==> src/rtl/rtcspi_pkg.sv <==
`timescale 1ns/1ps
package rtcspi_pkg;
  localparam int DATA_W = 8;
  localparam int ADDR_W = 4;
  localparam int CNT_W = $clog2(DATA_W);
  localparam int CMD_READ_BIT = 2;
  localparam int CMD_SINGLE_BIT = 3;
  localparam int SEC_MSB = DATA_W - 1;
  localparam int H24_BIT = 5;
  localparam int OSC_BIT = 4;
  localparam int VLOW_BIT = 6;
  localparam logic [ADDR_W-1:0] SEC_ADDR = '0;
  localparam logic [ADDR_W-1:0] CTL1_ADDR = ADDR_W'(2**ADDR_W - 2);
  localparam logic [ADDR_W-1:0] CTL2_ADDR = ADDR_W'(2**ADDR_W - 1);
  localparam logic [DATA_W-1:0] FLAG_MASK = DATA_W'((1 << OSC_BIT) | (1 << VLOW_BIT));
  localparam logic [DATA_W-1:0] CTL2_RST = DATA_W'(1 << OSC_BIT);

  typedef struct packed {
    logic shiftRx;   // capture MOSI bit
    logic shiftTx;   // advance MISO shifter
    logic loadTx;    // load read byte into shifter
    logic clearTx;   // zero the shifter
    logic wrByte;    // commit received byte to addr
  } dpStrobeT;
endpackage

==> src/rtl/rtcspi_sync.sv <==
`timescale 1ns/1ps
module rtcspi_sync #(
  parameter int SYNC_STAGES = 2
) (
  input  logic clk,
  input  logic rstN,
  input  logic spiSclk,
  input  logic spiCs,
  input  logic spiMosi,
  output logic csOn,
  output logic sclkRise,
  output logic sclkFall,
  output logic mosiBit
);
  logic [SYNC_STAGES-1:0] csS;
  logic [SYNC_STAGES-1:0] mosiS;
  logic [SYNC_STAGES:0] sclkS;

  always_ff @(posedge clk) begin
    if (!rstN) begin
      csS <= '0;
      mosiS <= '0;
      sclkS <= '0;
    end else begin
      csS <= {csS[SYNC_STAGES-2:0], spiCs};
      mosiS <= {mosiS[SYNC_STAGES-2:0], spiMosi};
      sclkS <= {sclkS[SYNC_STAGES-1:0], spiSclk};
    end
  end

  assign csOn = csS[SYNC_STAGES-1];
  assign mosiBit = mosiS[SYNC_STAGES-1];
  assign sclkRise = sclkS[SYNC_STAGES-1] & ~sclkS[SYNC_STAGES];
  assign sclkFall = ~sclkS[SYNC_STAGES-1] & sclkS[SYNC_STAGES];
endmodule

==> src/rtl/rtcspi_ctrl.sv <==
`timescale 1ns/1ps
module rtcspi_ctrl
  import rtcspi_pkg::*;
(
  input  logic              clk,
  input  logic              rstN,
  input  logic              csOn,
  input  logic              sclkRise,
  input  logic              sclkFall,
  input  logic [DATA_W-1:0] rxByte,
  output dpStrobeT          st,
  output logic [ADDR_W-1:0] addr
);
  logic [CNT_W-1:0] bitCnt;
  logic cmdSeen, dataSeen, isRead, isSingle, pendLoad, pendClr;
  logic byteDone;
  logic unusedCmdBits;

  assign unusedCmdBits = &{1'b0, rxByte[1:0]};
  assign byteDone = csOn & sclkFall & (bitCnt == CNT_W'(DATA_W - 1));

  always_comb begin
    st.shiftRx = csOn & sclkFall;
    st.shiftTx = csOn & sclkRise & (bitCnt != '0);
    st.loadTx = pendLoad;
    st.clearTx = pendClr;
    st.wrByte = byteDone & cmdSeen & ~isRead & (~isSingle | ~dataSeen);
  end

  always_ff @(posedge clk) begin
    if (!rstN) begin
      bitCnt <= '0;
      cmdSeen <= 1'b0;
      dataSeen <= 1'b0;
      isRead <= 1'b0;
      isSingle <= 1'b0;
      pendLoad <= 1'b0;
      pendClr <= 1'b0;
      addr <= '0;
    end else if (!csOn) begin
      bitCnt <= '0;
      cmdSeen <= 1'b0;
      dataSeen <= 1'b0;
      pendLoad <= 1'b0;
      pendClr <= 1'b0;
    end else begin
      pendLoad <= 1'b0;
      pendClr <= 1'b0;
      if (sclkFall) begin
        bitCnt <= (bitCnt == CNT_W'(DATA_W - 1)) ? '0 : bitCnt + 1'b1;
      end
      if (byteDone) begin
        if (!cmdSeen) begin
          cmdSeen <= 1'b1;
          addr <= rxByte[DATA_W-1 -: ADDR_W];
          isRead <= rxByte[CMD_READ_BIT];
          isSingle <= rxByte[CMD_SINGLE_BIT];
          pendLoad <= rxByte[CMD_READ_BIT];
        end else begin
          dataSeen <= 1'b1;
          if (!isSingle) begin
            addr <= addr + 1'b1;
            pendLoad <= isRead;
          end else begin
            pendClr <= 1'b1;
          end
        end
      end
    end
  end


  burst_step_chk: assert property (@(posedge clk) disable iff (!rstN)
    (byteDone && cmdSeen && !isSingle) |=> addr == ADDR_W'($past(addr) + 1'b1));


  fresh_cmd_chk: assert property (@(posedge clk) disable iff (!rstN)
    $rose(csOn) |-> (bitCnt == '0 && !cmdSeen));
endmodule

==> src/rtl/rtcspi_dp.sv <==
`timescale 1ns/1ps
module rtcspi_dp
  import rtcspi_pkg::*;
(
  input  logic              clk,
  input  logic              rstN,
  input  dpStrobeT          st,
  input  logic              csOn,
  input  logic              mosiBit,
  input  logic [ADDR_W-1:0] addr,
  output logic [DATA_W-1:0] rxByte,
  output logic              miso,
  output logic [ADDR_W-1:0] regRdAddr,
  input  logic [DATA_W-1:0] regRdData,
  output logic              regWrEn,
  output logic [ADDR_W-1:0] regWrAddr,
  output logic [DATA_W-1:0] regWrData,
  input  logic              oscStopEvt,
  input  logic              voltLowEvt,
  output logic              hour24
);
  logic [DATA_W-1:0] rxShift, txShift, rdByte;
  logic [DATA_W-1:0] ctl1Q, ctl2Q, ctl2Next, ctl2Base, evtVec;
  logic ctl2Wr;

  assign rxByte = {rxShift[DATA_W-2:0], mosiBit};
  assign miso = txShift[DATA_W-1];
  assign regRdAddr = addr;
  assign hour24 = ctl1Q[H24_BIT];

  always_comb begin
    if (addr == CTL1_ADDR) rdByte = ctl1Q;
    else if (addr == CTL2_ADDR) rdByte = ctl2Q;
    else begin
      rdByte = regRdData;
      if (addr == SEC_ADDR) rdByte[SEC_MSB] = 1'b0;
    end
  end

  always_comb begin
    evtVec = '0;
    evtVec[OSC_BIT] = oscStopEvt;
    evtVec[VLOW_BIT] = voltLowEvt;
    ctl2Wr = st.wrByte && (addr == CTL2_ADDR);
    ctl2Base = ctl2Wr ? ((rxByte & ~FLAG_MASK) | (rxByte & ctl2Q & FLAG_MASK)) : ctl2Q;
    ctl2Next = ctl2Base | evtVec;
  end

  always_ff @(posedge clk) begin
    if (!rstN) begin
      rxShift <= '0;
      txShift <= '0;
      ctl1Q <= '0;
      ctl2Q <= CTL2_RST;
      regWrEn <= 1'b0;
      regWrAddr <= '0;
      regWrData <= '0;
    end else begin
      if (st.shiftRx) rxShift <= rxByte;
      if (!csOn || st.clearTx) txShift <= '0;
      else if (st.loadTx) txShift <= rdByte;
      else if (st.shiftTx) txShift <= {txShift[DATA_W-2:0], 1'b0};
      if (st.wrByte && addr == CTL1_ADDR) ctl1Q <= rxByte;
      ctl2Q <= ctl2Next;
      regWrEn <= st.wrByte && (addr < CTL1_ADDR);
      if (st.wrByte) begin
        regWrAddr <= addr;
        regWrData <= rxByte;
      end
    end
  end


  miso_idle_chk: assert property (@(posedge clk) disable iff (!rstN)
    !csOn |=> !miso);


  sec_msb_chk: assert property (@(posedge clk) disable iff (!rstN)
    (st.loadTx && addr == SEC_ADDR) |=> !miso);


  osc_flag_src_chk: assert property (@(posedge clk) disable iff (!rstN)
    $rose(ctl2Q[OSC_BIT]) |-> $past(oscStopEvt));


  vlow_flag_src_chk: assert property (@(posedge clk) disable iff (!rstN)
    $rose(ctl2Q[VLOW_BIT]) |-> $past(voltLowEvt));


  ctl_local_chk: assert property (@(posedge clk) disable iff (!rstN)
    regWrEn |-> regWrAddr < CTL1_ADDR);
endmodule

==> src/rtl/rtcspi_slave.sv <==
`timescale 1ns/1ps
module rtcspi_slave
  import rtcspi_pkg::*;
#(
  parameter int SYNC_STAGES = 2
) (
  input  logic              clk,
  input  logic              rstN,
  input  logic              spiSclk,
  input  logic              spiCs,
  input  logic              spiMosi,
  output logic              spiMiso,
  output logic [ADDR_W-1:0] regRdAddr,
  input  logic [DATA_W-1:0] regRdData,
  output logic              regWrEn,
  output logic [ADDR_W-1:0] regWrAddr,
  output logic [DATA_W-1:0] regWrData,
  input  logic              oscStopEvt,
  input  logic              voltLowEvt,
  output logic              hour24
);
  logic csOn, sclkRise, sclkFall, mosiBit;
  logic [DATA_W-1:0] rxByte;
  logic [ADDR_W-1:0] addr;
  dpStrobeT st;

  rtcspi_sync #(.SYNC_STAGES(SYNC_STAGES)) uSync (
    .clk(clk), .rstN(rstN), .spiSclk(spiSclk), .spiCs(spiCs), .spiMosi(spiMosi),
    .csOn(csOn), .sclkRise(sclkRise), .sclkFall(sclkFall), .mosiBit(mosiBit)
  );

  rtcspi_ctrl uCtrl (
    .clk(clk), .rstN(rstN), .csOn(csOn), .sclkRise(sclkRise), .sclkFall(sclkFall),
    .rxByte(rxByte), .st(st), .addr(addr)
  );

  rtcspi_dp uDp (
    .clk(clk), .rstN(rstN), .st(st), .csOn(csOn), .mosiBit(mosiBit), .addr(addr),
    .rxByte(rxByte), .miso(spiMiso), .regRdAddr(regRdAddr), .regRdData(regRdData),
    .regWrEn(regWrEn), .regWrAddr(regWrAddr), .regWrData(regWrData),
    .oscStopEvt(oscStopEvt), .voltLowEvt(voltLowEvt), .hour24(hour24)
  );
endmodule

==> config.mk <==
export PLATFORM = sky130hd
export DESIGN_NAME = rtcspi_slave
export DESIGN_NICKNAME = d
export VERILOG_FILES = /design/src/rtl/rtcspi_pkg.sv /design/src/rtl/rtcspi_sync.sv /design/src/rtl/rtcspi_ctrl.sv /design/src/rtl/rtcspi_dp.sv /design/src/rtl/rtcspi_slave.sv
export SDC_FILE = /design/constraint.sdc
export NUM_CORES = 1
export LEC_CHECK = 0
export ABC_AREA = 1
export BUFFER_PORTS_ARGS = -buffer_cell sky130_fd_sc_hd__buf_4
export CELL_PAD_IN_SITES_DETAIL_PLACEMENT = 0
export CELL_PAD_IN_SITES_GLOBAL_PLACEMENT = 2
export CORE_UTILIZATION = 35
export DETAILED_ROUTE_END_ITERATION = 16
export GPL_ROUTABILITY_DRIVEN = 1
export PLACE_DENSITY_LB_ADDON = 0.3
export SYNTH_ARGS = -nofsm -noshare
export SYNTH_HDL_FRONTEND = slang
export SYNTH_HIERARCHICAL = 1
export SYNTH_SLANG_ARGS = --single-unit
==> constraint.sdc <==
create_clock -name clk -period 3.2 [get_ports clk]
set_input_delay 0.48 -clock clk [delete_from_list [all_inputs] [get_ports clk]]
set_output_delay 0.48 -clock clk [all_outputs]
set_load 0.005 [all_outputs]
==> impl_metrics.prom, run 1 <==
# TYPE chip_impl_metric gauge
chip_impl_metric{name="num-nets-final",unit=""} 413
chip_impl_info{name="capturing_element_type_of_the_critical_path",value="flop"} 1
chip_impl_metric{name="p_switching",unit="µW"} 354
chip_impl_metric{name="grt_antenna_before_repair",unit=""} 0
chip_impl_metric{name="drt_first_iter_violations",unit=""} 169
chip_impl_metric{name="clkSinkCount",unit=""} 64
chip_impl_metric{name="worst_path_largest_cell_delay",unit="ns"} 0.38
chip_impl_metric{name="drt-vias-per-instance",unit=""} 4.63
chip_impl_metric{name="final_hold_viol_count",unit=""} 0
chip_impl_metric{name="power.share.sequential",unit="%"} 52.6
chip_impl_metric{name="fillers",unit=""} 801
chip_impl_metric{name="cts_repair_resized_insts",unit=""} 0
chip_impl_metric{name="setup-violations-final",unit=""} 0
chip_impl_metric{name="h-tree-depth",unit=""} 3
chip_impl_metric{name="cts_hold_buffers",unit=""} 0
chip_impl_metric{name="global_route.usage.total",unit="%"} 16.9
chip_impl_metric{name="clkPwrFrac",unit="%"} 44.8
chip_impl_metric{name="antenna-diode-count",unit=""} 0
chip_impl_metric{name="report.final.slew_viol_count",unit=""} 0
chip_impl_metric{name="grt_start_max_net_pins",unit=""} 41
chip_impl_metric{name="whs",unit="ns"} 0.315
chip_impl_metric{name="rows",unit=""} 31
chip_impl_metric{name="die-width",unit="µm"} 90.5
chip_impl_metric{name="dr.pass1.iters",unit=""} 4
chip_impl_metric{name="period_needed",unit="ns"} 2.02
chip_impl_metric{name="synthesis.area_per_instance",unit="µm²"} 7.51
chip_impl_metric{name="timing.max_cap.violations",unit=""} 0
chip_impl_metric{name="post_cts_repair_timing_setup_buffer_count",unit=""} 0
chip_impl_metric{name="residual_overflow_from_global_routing",unit=""} 0
chip_impl_metric{name="initial_utilization",unit="%"} 37.0
chip_impl_metric{name="slew-limit-headroom",unit="%"} 45.8
chip_impl_metric{name="routed-via-count",unit=""} 2305
chip_impl_metric{name="tritoncts.num_buffers",unit=""} 9
chip_impl_metric{name="cp.arrival",unit="ns"} 2.25
chip_impl_metric{name="detailedPlace.worstSlack",unit="ns"} 1.20
chip_impl_info{name="worstSetupStartpointType",value="flop"} 1
chip_impl_metric{name="drive_above_1_share",unit="%"} 18.3
chip_impl_metric{name="die_area",unit="µm²"} 8190
chip_impl_info{name="worst_hold_path_type",value="in2reg"} 1
chip_impl_info{name="grt_setup_unrepaired",value="no"} 1
chip_impl_metric{name="synth.yosys.warnings",unit=""} 6
chip_impl_metric{name="power_frac_comb",unit="%"} 2.6
chip_impl_metric{name="p_leak",unit="µW"} 0.00133
chip_impl_info{name="cp_top_family",value="buffers and inverters"} 1
chip_impl_metric{name="final.setup.worst_slack",unit="ns"} 1.18
chip_impl_metric{name="synth.cell_area",unit="µm²"} 2740
chip_impl_metric{name="worstHoldPathCells",unit=""} 3
chip_impl_metric{name="placement.io_buffers",unit=""} 33
chip_impl_info{name="most-common-layout-cells",value="76 x nand2_1, 64 x dfxtp_1, 62 x nor2_1, 36 x a21oi_1, 34 x buf_4"} 1
chip_impl_metric{name="worstPathRequired",unit="ns"} 3.43
chip_impl_info{name="critical_path.slowest_cell",value="dfxtp_1"} 1
chip_impl_metric{name="critPathBufInv",unit=""} 3
chip_impl_metric{name="fin_skew",unit="ns"} 0.0107
chip_impl_info{name="status",value="finished clean"} 1
chip_impl_metric{name="switching_share",unit="%"} 23.1
chip_impl_info{name="timing.critical_path.cells",value="ha_1, ha_1, inv_1, nor2_4, nand2_1, a211oi_2, buf_4, inv_1, nor2_1, nor2_1"} 1
chip_impl_metric{name="power_report.internal_total",unit="µW"} 1180
chip_impl_metric{name="areaGrowthSynthToFinish",unit="%"} 17.6
chip_impl_metric{name="dp_hpwl",unit="µm"} 4300
chip_impl_metric{name="design.core.area",unit="µm²"} 7410
chip_impl_metric{name="clock_insertion_delay_worst_skew",unit="ns"} 0.35
chip_impl_metric{name="io_pins",unit=""} 34
chip_impl_metric{name="worstMarginPinSlew",unit="ns"} 0.811
chip_impl_metric{name="synthesis.instances",unit=""} 365
chip_impl_metric{name="final_min_period_over_clock_period",unit="%"} 63.0
chip_impl_metric{name="grt_pass1_vias",unit=""} 2115
chip_impl_metric{name="setup_total_negative_slack",unit="ns"} 0
chip_impl_metric{name="p_per_area",unit="nW/µm²"} 475
chip_impl_metric{name="max-clock-path-buffers",unit=""} 2
chip_impl_metric{name="layout.core_utilization",unit="%"} 43.5
chip_impl_metric{name="drt.antenna.violating_nets",unit=""} 0
chip_impl_metric{name="worstRegToRegCells",unit=""} 10
chip_impl_metric{name="globalplace.congestion",unit=""} 0.747
chip_impl_metric{name="synth_fp_nets",unit=""} 384
chip_impl_metric{name="fmaxAchievable",unit="MHz"} 496
chip_impl_metric{name="grt_pass1_wl",unit="µm"} 10800
chip_impl_metric{name="clkTransAtPathRegs",unit="ns"} 0.07
chip_impl_metric{name="totalWireLength",unit="µm"} 6350
chip_impl_metric{name="die_height",unit="µm"} 90.5
chip_impl_metric{name="number_of_remaining_drc_errors",unit=""} 0
chip_impl_metric{name="rrSetupSlack",unit="ns"} 1.18
chip_impl_metric{name="path_max_fanout",unit=""} 17
chip_impl_info{name="layout.cells.most_common",value="nand2_1"} 1
chip_impl_info{name="clockRootBuffer",value="clkbuf_8"} 1
chip_impl_metric{name="max-vdd-ir-drop",unit="µV"} 225
chip_impl_info{name="ws_path_type",value="reg2reg"} 1
chip_impl_metric{name="critical_path_depth",unit=""} 10
chip_impl_info{name="cts_tree",value="done"} 1
chip_impl_metric{name="detail_route.wl_per_cell",unit="µm"} 12.8
==> stage by stage <==
stage / area [µm²] / total power (µW) / instances
global route: 3230 / 1600 / 498
CTS: 3230 / 1550 / 498
global placement: 3030 / 864 / 482
detailed placement: 3030 / 864 / 482
floorplan: 2740 / 843 / 365
finish: 3230 / 1530 / 498
==> per-layer routing <==
layer	up-vias	share of wire, %	track usage [%]
met1	1035	52	24.3
li1	1216	-	-
met2	45	43	23.7
met4	0	1.8	9.27
met5	-	0	0
met3	9	3.7	3.03
==> power by group through the flow <==
stage	Sequential [µW]	Combinational, µW	Clock, µW
2_1_floorplan	823	20.4	0
3_3_place_gp	824	40.1	0
3_5_place_dp	824	40.0	0
4_1_cts	805	40.1	707
5_1_grt	806	45.2	744
6_report	805	39.4	686
==> registers in the layout, summed over array words and instances (netlist names) <==
| signal | flops |
|---|---|
| uCtrl/addr | 4 |
| uDp/regWrData | 8 |
| uDp/ctl1Q | 8 |
| uCtrl/dataSeen | 1 |
| uSync/csS | 2 |
| uSync/sclkS | 3 |
| uCtrl/isSingle | 1 |
| uCtrl/pendLoad | 1 |
| uCtrl/bitCnt | 3 |
| uSync/mosiS | 2 |
| uCtrl/cmdSeen | 1 |
| uDp/rxShift | 7 |
| uCtrl/isRead | 1 |
| uDp/txShift | 8 |
| uDp/ctl2Q | 8 |
| uCtrl/pendClr | 1 |
| uDp/regWrAddr | 4 |
| uDp/regWrEn | 1 |
==> worst paths after layout <==
path,from,endpoint
setup / recovery,uCtrl/bitCnt[0],uDp/regWrAddr[3]
hold / removal,spiCs,uSync/csS[0]
setup reg to reg,uCtrl/bitCnt[0],uDp/regWrAddr[3]
hold reg to reg,uSync/sclkS[0],uSync/sclkS[1]
==> worst register-to-register path, delay by kind of cell (launching register included) <==
family / cells / cell delay, ns
and+or+nand+nor: 4 / 0.45
AOI/OAI and AO/OA: 1 / 0.16
adders and majority gates: 2 / 0.35
buffers and inverters: 3 / 0.58
DFF: 1 / 0.38
==> layout make-up <==
class	count	area (µm²)	area share (%)
timing repair buffer	34	255	7.91
clock buffer	9	124	3.84
multi-input combinational	250	1220	38.0
sequential	64	1280	39.7
tap	99	124	3.84
clock inverter	7	71.3	2.21
inverter	35	145	4.50
No activity file was read; power rests on OpenSTA's default activity.
==> run 2, diff against run 1 <==
- CORE_UTILIZATION: 35 -> 33
- clock period: 3.2 -> 2 ns (I/O delays scaled with it)
==> run 2 against run 1 <==
Die area up 5.9%; first-iteration DRC count decreased by 41%; sequential share of layout area fell by 1.6 points; clock skew is 0.0038 ns lower; count of clock-buffer cells in the layout grew 2; critical path type unchanged; critical endpoint is now uDp/regWrAddr[0].
==> impl_metrics.prom, run 2 (same netlist as run 1, synthesis figures left out) <==
# TYPE chip_impl_metric gauge
chip_impl_info{name="status",value="finished clean"} 1
chip_impl_metric{name="totalWireLength",unit="µm"} 6670
chip_impl_metric{name="dp_hpwl",unit="µm"} 4550
chip_impl_metric{name="power.share.sequential",unit="%"} 55.0
chip_impl_metric{name="io_pins",unit=""} 34
chip_impl_info{name="timing.rr.start",value="uCtrl/bitCnt[0]"} 1
chip_impl_metric{name="multi_input_comb_area",unit="µm²"} 1280
chip_impl_metric{name="die_height",unit="µm"} 93.2
chip_impl_info{name="hold_start",value="spiCs"} 1
chip_impl_info{name="worstSetupStartpoint",value="uCtrl/bitCnt[0]"} 1
chip_impl_metric{name="whs",unit="ns"} 0.132
chip_impl_metric{name="dr.pass1.iters",unit=""} 4
chip_impl_metric{name="drt.antenna.violating_nets",unit=""} 0
chip_impl_info{name="most-common-layout-cells",value="74 x nand2_1, 62 x dfxtp_1, 61 x nor2_1, 44 x buf_4, 36 x a21oi_1"} 1
chip_impl_metric{name="report.final.slew_viol_count",unit=""} 0
chip_impl_metric{name="globalplace.congestion",unit=""} 0.761
chip_impl_metric{name="max-clock-path-buffers",unit=""} 2
chip_impl_metric{name="residual_overflow_from_global_routing",unit=""} 0
chip_impl_metric{name="drive_above_1_share",unit="%"} 23.1
chip_impl_metric{name="max-vdd-ir-drop",unit="µV"} 318
chip_impl_metric{name="switching_share",unit="%"} 23.5
chip_impl_metric{name="fin_skew",unit="ns"} 0.00694
chip_impl_metric{name="drt_first_iter_violations",unit=""} 100
chip_impl_metric{name="detail_route.wl_per_cell",unit="µm"} 13.0
chip_impl_info{name="clockRootBuffer",value="clkbuf_8"} 1
chip_impl_metric{name="use_met3",unit="%"} 3.58
chip_impl_metric{name="grt_pass1_wl",unit="µm"} 10900
chip_impl_metric{name="fmaxAchievable",unit="MHz"} 531
chip_impl_metric{name="cts_hold_buffers",unit=""} 0
chip_impl_metric{name="global_route.usage.total",unit="%"} 16.5
chip_impl_metric{name="number_of_remaining_drc_errors",unit=""} 0
chip_impl_metric{name="place.detailed.instances",unit=""} 492
chip_impl_metric{name="grt_start_max_net_pins",unit=""} 23
chip_impl_metric{name="design_area",unit="µm²"} 3370
chip_impl_metric{name="die_area",unit="µm²"} 8680
chip_impl_metric{name="worstMarginPinSlew",unit="ns"} 0.822
chip_impl_metric{name="rows",unit=""} 32
chip_impl_metric{name="clkSinkCount",unit=""} 64
chip_impl_metric{name="power_frac_comb",unit="%"} 2.8
chip_impl_metric{name="grt_pass1_vias",unit=""} 2207
chip_impl_info{name="worst_hold_path_type",value="in2reg"} 1
chip_impl_info{name="timing.critical_path.cells",value="ha_4, ha_4, inv_2, nor2_4, nand2_2, a211oi_4, buf_6, clkinvlp_4, nor2_1, nor2_1"} 1
chip_impl_metric{name="layoutNonFillerInstCount",unit=""} 514
chip_impl_metric{name="placement.io_buffers",unit=""} 33
chip_impl_info{name="ws_path_type",value="reg2reg"} 1
chip_impl_metric{name="routed-via-count",unit=""} 2307
chip_impl_metric{name="p_per_area",unit="nW/µm²"} 696
chip_impl_metric{name="h-tree-depth",unit=""} 3
chip_impl_metric{name="design.core.area",unit="µm²"} 7890
chip_impl_metric{name="slew-limit-headroom",unit="%"} 45.0
chip_impl_info{name="r2r_end",value="uDp/regWrAddr[0]"} 1
chip_impl_metric{name="final_hold_viol_count",unit=""} 0
chip_impl_info{name="hold_worst_path_end",value="uSync/csS[0]"} 1
chip_impl_metric{name="power_report.internal_total",unit="µW"} 1790
chip_impl_metric{name="grtUsageMet1",unit="%"} 22.4
chip_impl_metric{name="clkPwrFrac",unit="%"} 42.1
chip_impl_metric{name="fillers",unit=""} 834
chip_impl_metric{name="antenna-diode-count",unit=""} 0
chip_impl_metric{name="num-nets-final",unit=""} 426
chip_impl_metric{name="worstHoldPathCells",unit=""} 3
chip_impl_metric{name="timing.max_cap.violations",unit=""} 0
chip_impl_info{name="cts_tree",value="done"} 1
chip_impl_metric{name="path_max_fanout",unit=""} 8
chip_impl_metric{name="period_needed",unit="ns"} 1.88
chip_impl_metric{name="placedInstanceArea",unit="µm²"} 3090
chip_impl_info{name="capturing_element_type_of_the_critical_path",value="flop"} 1
chip_impl_metric{name="detailedPlace.worstSlack",unit="ns"} 0.0188
chip_impl_info{name="worstSetupStartpointType",value="flop"} 1
chip_impl_metric{name="final_min_period_over_clock_period",unit="%"} 94.2
chip_impl_info{name="critical_path.slowest_cell",value="dfxtp_2"} 1
chip_impl_metric{name="die-width",unit="µm"} 93.2
chip_impl_metric{name="regArea",unit="µm²"} 1280
chip_impl_info{name="gr-max-usage-layer",value="met2"} 1
chip_impl_metric{name="areaGrowthSynthToFinish",unit="%"} 22.8
chip_impl_metric{name="clock_insertion_delay_worst_skew",unit="ns"} 0.34
chip_impl_metric{name="setup-violations-final",unit=""} 0
chip_impl_metric{name="worstRegToRegCells",unit=""} 10
chip_impl_info{name="layout.cells.most_common",value="nand2_1"} 1
chip_impl_metric{name="clkTransAtPathRegs",unit="ns"} 0.07
chip_impl_metric{name="p_leak",unit="µW"} 0.00136
chip_impl_metric{name="worst_path_largest_cell_delay",unit="ns"} 0.38
chip_impl_metric{name="rrSetupSlack",unit="ns"} 0.12
chip_impl_metric{name="met2_track_utilization_from_global_routing",unit="%"} 24.2
chip_impl_metric{name="report.power.total",unit="µW"} 2340
chip_impl_metric{name="initial_utilization",unit="%"} 34.8
chip_impl_metric{name="worstPathRequired",unit="ns"} 2.23
chip_impl_metric{name="p_switching",unit="µW"} 551
chip_impl_metric{name="drt-vias-per-instance",unit=""} 4.49
chip_impl_metric{name="grt_antenna_before_repair",unit=""} 0
chip_impl_metric{name="final.setup.worst_slack",unit="ns"} 0.116
chip_impl_metric{name="cp.arrival",unit="ns"} 2.11
chip_impl_metric{name="tritoncts.num_buffers",unit=""} 9
==> run 2: final cells by class <==
class                      instances  share of cell area, %
multi-input combinational        250                   37.9
timing repair buffer              46                   10.3
clock buffer                      11                   4.20
timing repair inverter             1                  0.223
clock inverter                     5                  0.966
sequential                        64                   38.1
inverter                          35                   4.49
tap                              102                   3.79
==> run 2: what timing repair did <==
item | 4_1_cts | 5_1_grt
cloned | 0 | 2
setup endpoints to repair | 8 | 27
endpoints found under the hold margin | 0 | 0
pin swaps | 0 | 3
buffers inserted | 0 | 4
gates resized for setup | 1 | 16
==> run 2: power by group through the flow <==
stage / clock network, µW / registers (µW) / logic (µW)
floorplan: 0 / 1320 / 32.6
global placement: 0 / 1320 / 66.4
detailed placement: 0 / 1320 / 67.1
CTS: 1030 / 1290 / 67.3
global route: 1080 / 1290 / 75.5
finish: 988 / 1290 / 66.5
==> run 2: how the worst max path moves through the flow <==
stage                       end  slack, ns  cells after the start
2_1_floorplan  uDp/regWrData[0]       0.12                     10
6_report       uDp/regWrAddr[0]       0.12                     10
3_5_place_dp   uDp/regWrAddr[2]       0.02                     10
3_3_place_gp   uDp/regWrAddr[0]       0.06                     10
4_1_cts            uDp/ctl2Q[0]       0.03                     11
5_1_grt        uDp/regWrAddr[0]     -0.007                     10
==> run 2: critical path, delay by kind of cell (launching register included) <==
kind,cells,cell delay [ns]
buffers and inverters,3,0.45
AND/OR/NAND/NOR,4,0.39
flip-flops,1,0.38
adder cells (fa/ha/maj),2,0.27
AO/OA/AOI/OAI,1,0.26
==> run 2: through the flow <==
step,util [%],setup TNS [ns]
6_report,42.7,0
5_1_grt,42.7,-0.00695
4_1_cts,41.4,0
3_5_place_dp,39.1,0
3_3_place_gp,39.1,0
2_1_floorplan,-,0
==> run 2: metal layers <==
layer  wire [µm]  vias up  part of all wire [%]
li1            -     1252                     -
met2        2850       43                    43
met1        3490     1005                    52
met5           0        -                     0
met3         225        7                   3.4
met4         104        0                   1.6
==> run 3, diff against run 2 <==
==> constraint.sdc (replaced) <==
create_clock -name clk -period 2 [get_ports clk]
set_input_delay 0.5 -clock clk [delete_from_list [all_inputs] [get_ports clk]]
set_output_delay 0.5 -clock clk [all_outputs]
set_load 0.005 [all_outputs]
==> run 3 against run 2 <==
Register-to-register slack lost 0.03 ns; hold slack gained 0.21 ns; largest power group is now the clock network; sequential power is essentially flat; final cell count grew 0.58%.
==> impl_metrics.prom, run 3 (same netlist as run 1, synthesis figures left out) <==
# TYPE chip_impl_metric gauge
chip_impl_metric{name="h-tree-depth",unit=""} 3
chip_impl_metric{name="multi_input_comb_area",unit="µm²"} 1240
chip_impl_info{name="timing.rr.start",value="uCtrl/bitCnt[0]"} 1
chip_impl_metric{name="routed-via-count",unit=""} 2352
chip_impl_metric{name="setup-violations-final",unit=""} 0
chip_impl_metric{name="worstHoldPathCells",unit=""} 3
chip_impl_metric{name="clkTransAtPathRegs",unit="ns"} 0.08
chip_impl_metric{name="regArea",unit="µm²"} 1290
chip_impl_metric{name="design_area",unit="µm²"} 3420
chip_impl_metric{name="worstPathRequired",unit="ns"} 2.27
chip_impl_metric{name="grt_pass1_wl",unit="µm"} 11200
chip_impl_metric{name="design.core.area",unit="µm²"} 7890
chip_impl_metric{name="slew-limit-headroom",unit="%"} 46.1
chip_impl_metric{name="grt_start_max_net_pins",unit=""} 24
chip_impl_metric{name="worstRegToRegCells",unit=""} 11
chip_impl_metric{name="residual_overflow_from_global_routing",unit=""} 0
chip_impl_metric{name="global_route.usage.total",unit="%"} 17.0
chip_impl_metric{name="cp.arrival",unit="ns"} 2.19
chip_impl_info{name="most-common-layout-cells",value="75 x nand2_1, 62 x nor2_1, 62 x dfxtp_1, 46 x buf_4, 36 x a21oi_1"} 1
chip_impl_metric{name="timing.max_cap.violations",unit=""} 0
chip_impl_metric{name="p_leak",unit="µW"} 0.00143
chip_impl_metric{name="drive_above_1_share",unit="%"} 22.7
chip_impl_metric{name="clock_insertion_delay_worst_skew",unit="ns"} 0.34
chip_impl_info{name="r2r_end",value="uDp/regWrData[2]"} 1
chip_impl_metric{name="rrSetupSlack",unit="ns"} 0.08
chip_impl_metric{name="placedInstanceArea",unit="µm²"} 3100
chip_impl_metric{name="dr.pass1.iters",unit=""} 4
chip_impl_metric{name="path_max_fanout",unit=""} 4
chip_impl_info{name="clockRootBuffer",value="clkbuf_8"} 1
chip_impl_metric{name="rows",unit=""} 32
chip_impl_metric{name="die-width",unit="µm"} 93.2
chip_impl_metric{name="report.final.slew_viol_count",unit=""} 0
chip_impl_metric{name="p_per_area",unit="nW/µm²"} 790
chip_impl_metric{name="max-vdd-ir-drop",unit="µV"} 310
chip_impl_metric{name="tritoncts.num_buffers",unit=""} 9
chip_impl_metric{name="drt-vias-per-instance",unit=""} 4.55
chip_impl_info{name="worst_setup_path_endpoint",value="uDp/regWrData[2]"} 1
chip_impl_metric{name="num-nets-final",unit=""} 429
chip_impl_info{name="layout.cells.most_common",value="nand2_1"} 1
chip_impl_info{name="ws_path_type",value="reg2reg"} 1
chip_impl_metric{name="fillers",unit=""} 854
chip_impl_metric{name="areaGrowthSynthToFinish",unit="%"} 24.9
chip_impl_metric{name="grt_pass1_vias",unit=""} 2256
chip_impl_info{name="status",value="finished clean"} 1
chip_impl_metric{name="layout.core_utilization",unit="%"} 43.4
chip_impl_metric{name="drt.antenna.violating_nets",unit=""} 0
chip_impl_metric{name="globalplace.congestion",unit=""} 0.733
chip_impl_metric{name="drt_first_iter_violations",unit=""} 109
chip_impl_info{name="worst_hold_path_type",value="in2reg"} 1
chip_impl_metric{name="fmaxAchievable",unit="MHz"} 521
chip_impl_info{name="cts_tree",value="done"} 1
chip_impl_metric{name="grt_antenna_before_repair",unit=""} 0
chip_impl_info{name="worstSetupStartpoint",value="uCtrl/bitCnt[0]"} 1
chip_impl_metric{name="final_min_period_over_clock_period",unit="%"} 95.9
chip_impl_info{name="worstSetupStartpointType",value="flop"} 1
chip_impl_metric{name="fin_skew",unit="ns"} 0.00855
chip_impl_metric{name="cts_hold_buffers",unit=""} 0
chip_impl_metric{name="worstMarginPinSlew",unit="ns"} 0.806
chip_impl_metric{name="initial_utilization",unit="%"} 34.8
chip_impl_metric{name="final_hold_viol_count",unit=""} 0
chip_impl_metric{name="io_pins",unit=""} 34
chip_impl_metric{name="number_of_remaining_drc_errors",unit=""} 0
chip_impl_metric{name="antenna-diode-count",unit=""} 0
chip_impl_info{name="capturing_element_type_of_the_critical_path",value="flop"} 1
chip_impl_metric{name="clkSinkCount",unit=""} 64
chip_impl_metric{name="placement.io_buffers",unit=""} 33
chip_impl_metric{name="max-clock-path-buffers",unit=""} 2
chip_impl_metric{name="dp_hpwl",unit="µm"} 4570
chip_impl_metric{name="die_area",unit="µm²"} 8680
chip_impl_metric{name="report.power.total",unit="µW"} 2710
chip_impl_metric{name="totalWireLength",unit="µm"} 6620
chip_impl_metric{name="die_height",unit="µm"} 93.2
chip_impl_metric{name="period_needed",unit="ns"} 1.92
chip_impl_metric{name="detail_route.wl_per_cell",unit="µm"} 12.8
## run 3: changes by cell type in the layout (fill, tap and decap cells not counted), moves of 2 or more
cell,previous run,this run
clkinvlp_4,5,3
buf_4,44,46
clkinv_4,0,2
ha_4,2,0
bufinv_16,0,3
## run 3: layout make-up
class / instances / area share [%]
sequential: 64 / 37.6
timing repair buffer: 49 / 10.9
tap: 102 / 3.73
clock inverter: 7 / 3.51
clock buffer: 9 / 3.62
inverter: 35 / 4.35
multi-input combinational: 250 / 36.1
timing repair inverter: 1 / 0.219
## run 3: per-layer routing
layer / up-vias / global-route usage (%) / share of wire [%]
met1: 1047 / 23.3 / 52
li1: 1256 / - / -
met2: 42 / 25.8 / 43
met4: 0 / 7.69 / 1.3
met5: - / 0 / 0
met3: 7 / 3.25 / 3.7
## run 3: worst min path at each step
stage                        start        endpoint  slack, ns
global placement    uSync/sclkS[0]  uSync/sclkS[1]       0.39
floorplan             uSync/csS[0]    uSync/csS[1]       0.39
detailed placement  uSync/sclkS[0]  uSync/sclkS[1]       0.40
finish                       spiCs    uSync/csS[0]       0.34
global route                 spiCs    uSync/csS[0]       0.33
CTS                          spiCs    uSync/csS[0]       0.32
## run 3: power by group
part / internal, µW / switching (µW) / leakage [µW] / total, µW
Clock: 829 / 522 / 0.000119 / 1350
Sequential: 1280 / 6.79 / 0.000518 / 1290
Combinational: 30.1 / 36.0 / 0.000797 / 66.1
## run 3: metrics by stage
stage	hold WS (ns)	cells	setup WS [ns]	setup TNS [ns]
after floorplan	0.390	365	0.117	0
after global placement	0.393	494	0.0767	0
final	0.338	517	0.0824	0
after detailed placement	0.399	494	-0.0213	-0.153
after CTS	0.321	513	0.0362	0
after global routing	0.328	517	-0.0153	-0.0250
## run 3: worst max-delay path: stages, from the launching register on
cell,delay [ns]
dfxtp_4,0.36
ha_1,0.16
ha_2,0.19
inv_1,0.08
nor2_4,0.11
nand2_2,0.09
a211oi_4,0.24
buf_4,0.16
buf_2,0.14
buf_4,0.13
nand2_1,0.05
a21oi_1,0.15
## run 3: repair_timing
item / CTS / global route
buffers inserted: 2 / 3
resized for setup: 3 / 7
endpoints found under the setup margin: 13 / 28
gates cloned: 1 / 1
pin swaps: 0 / 2
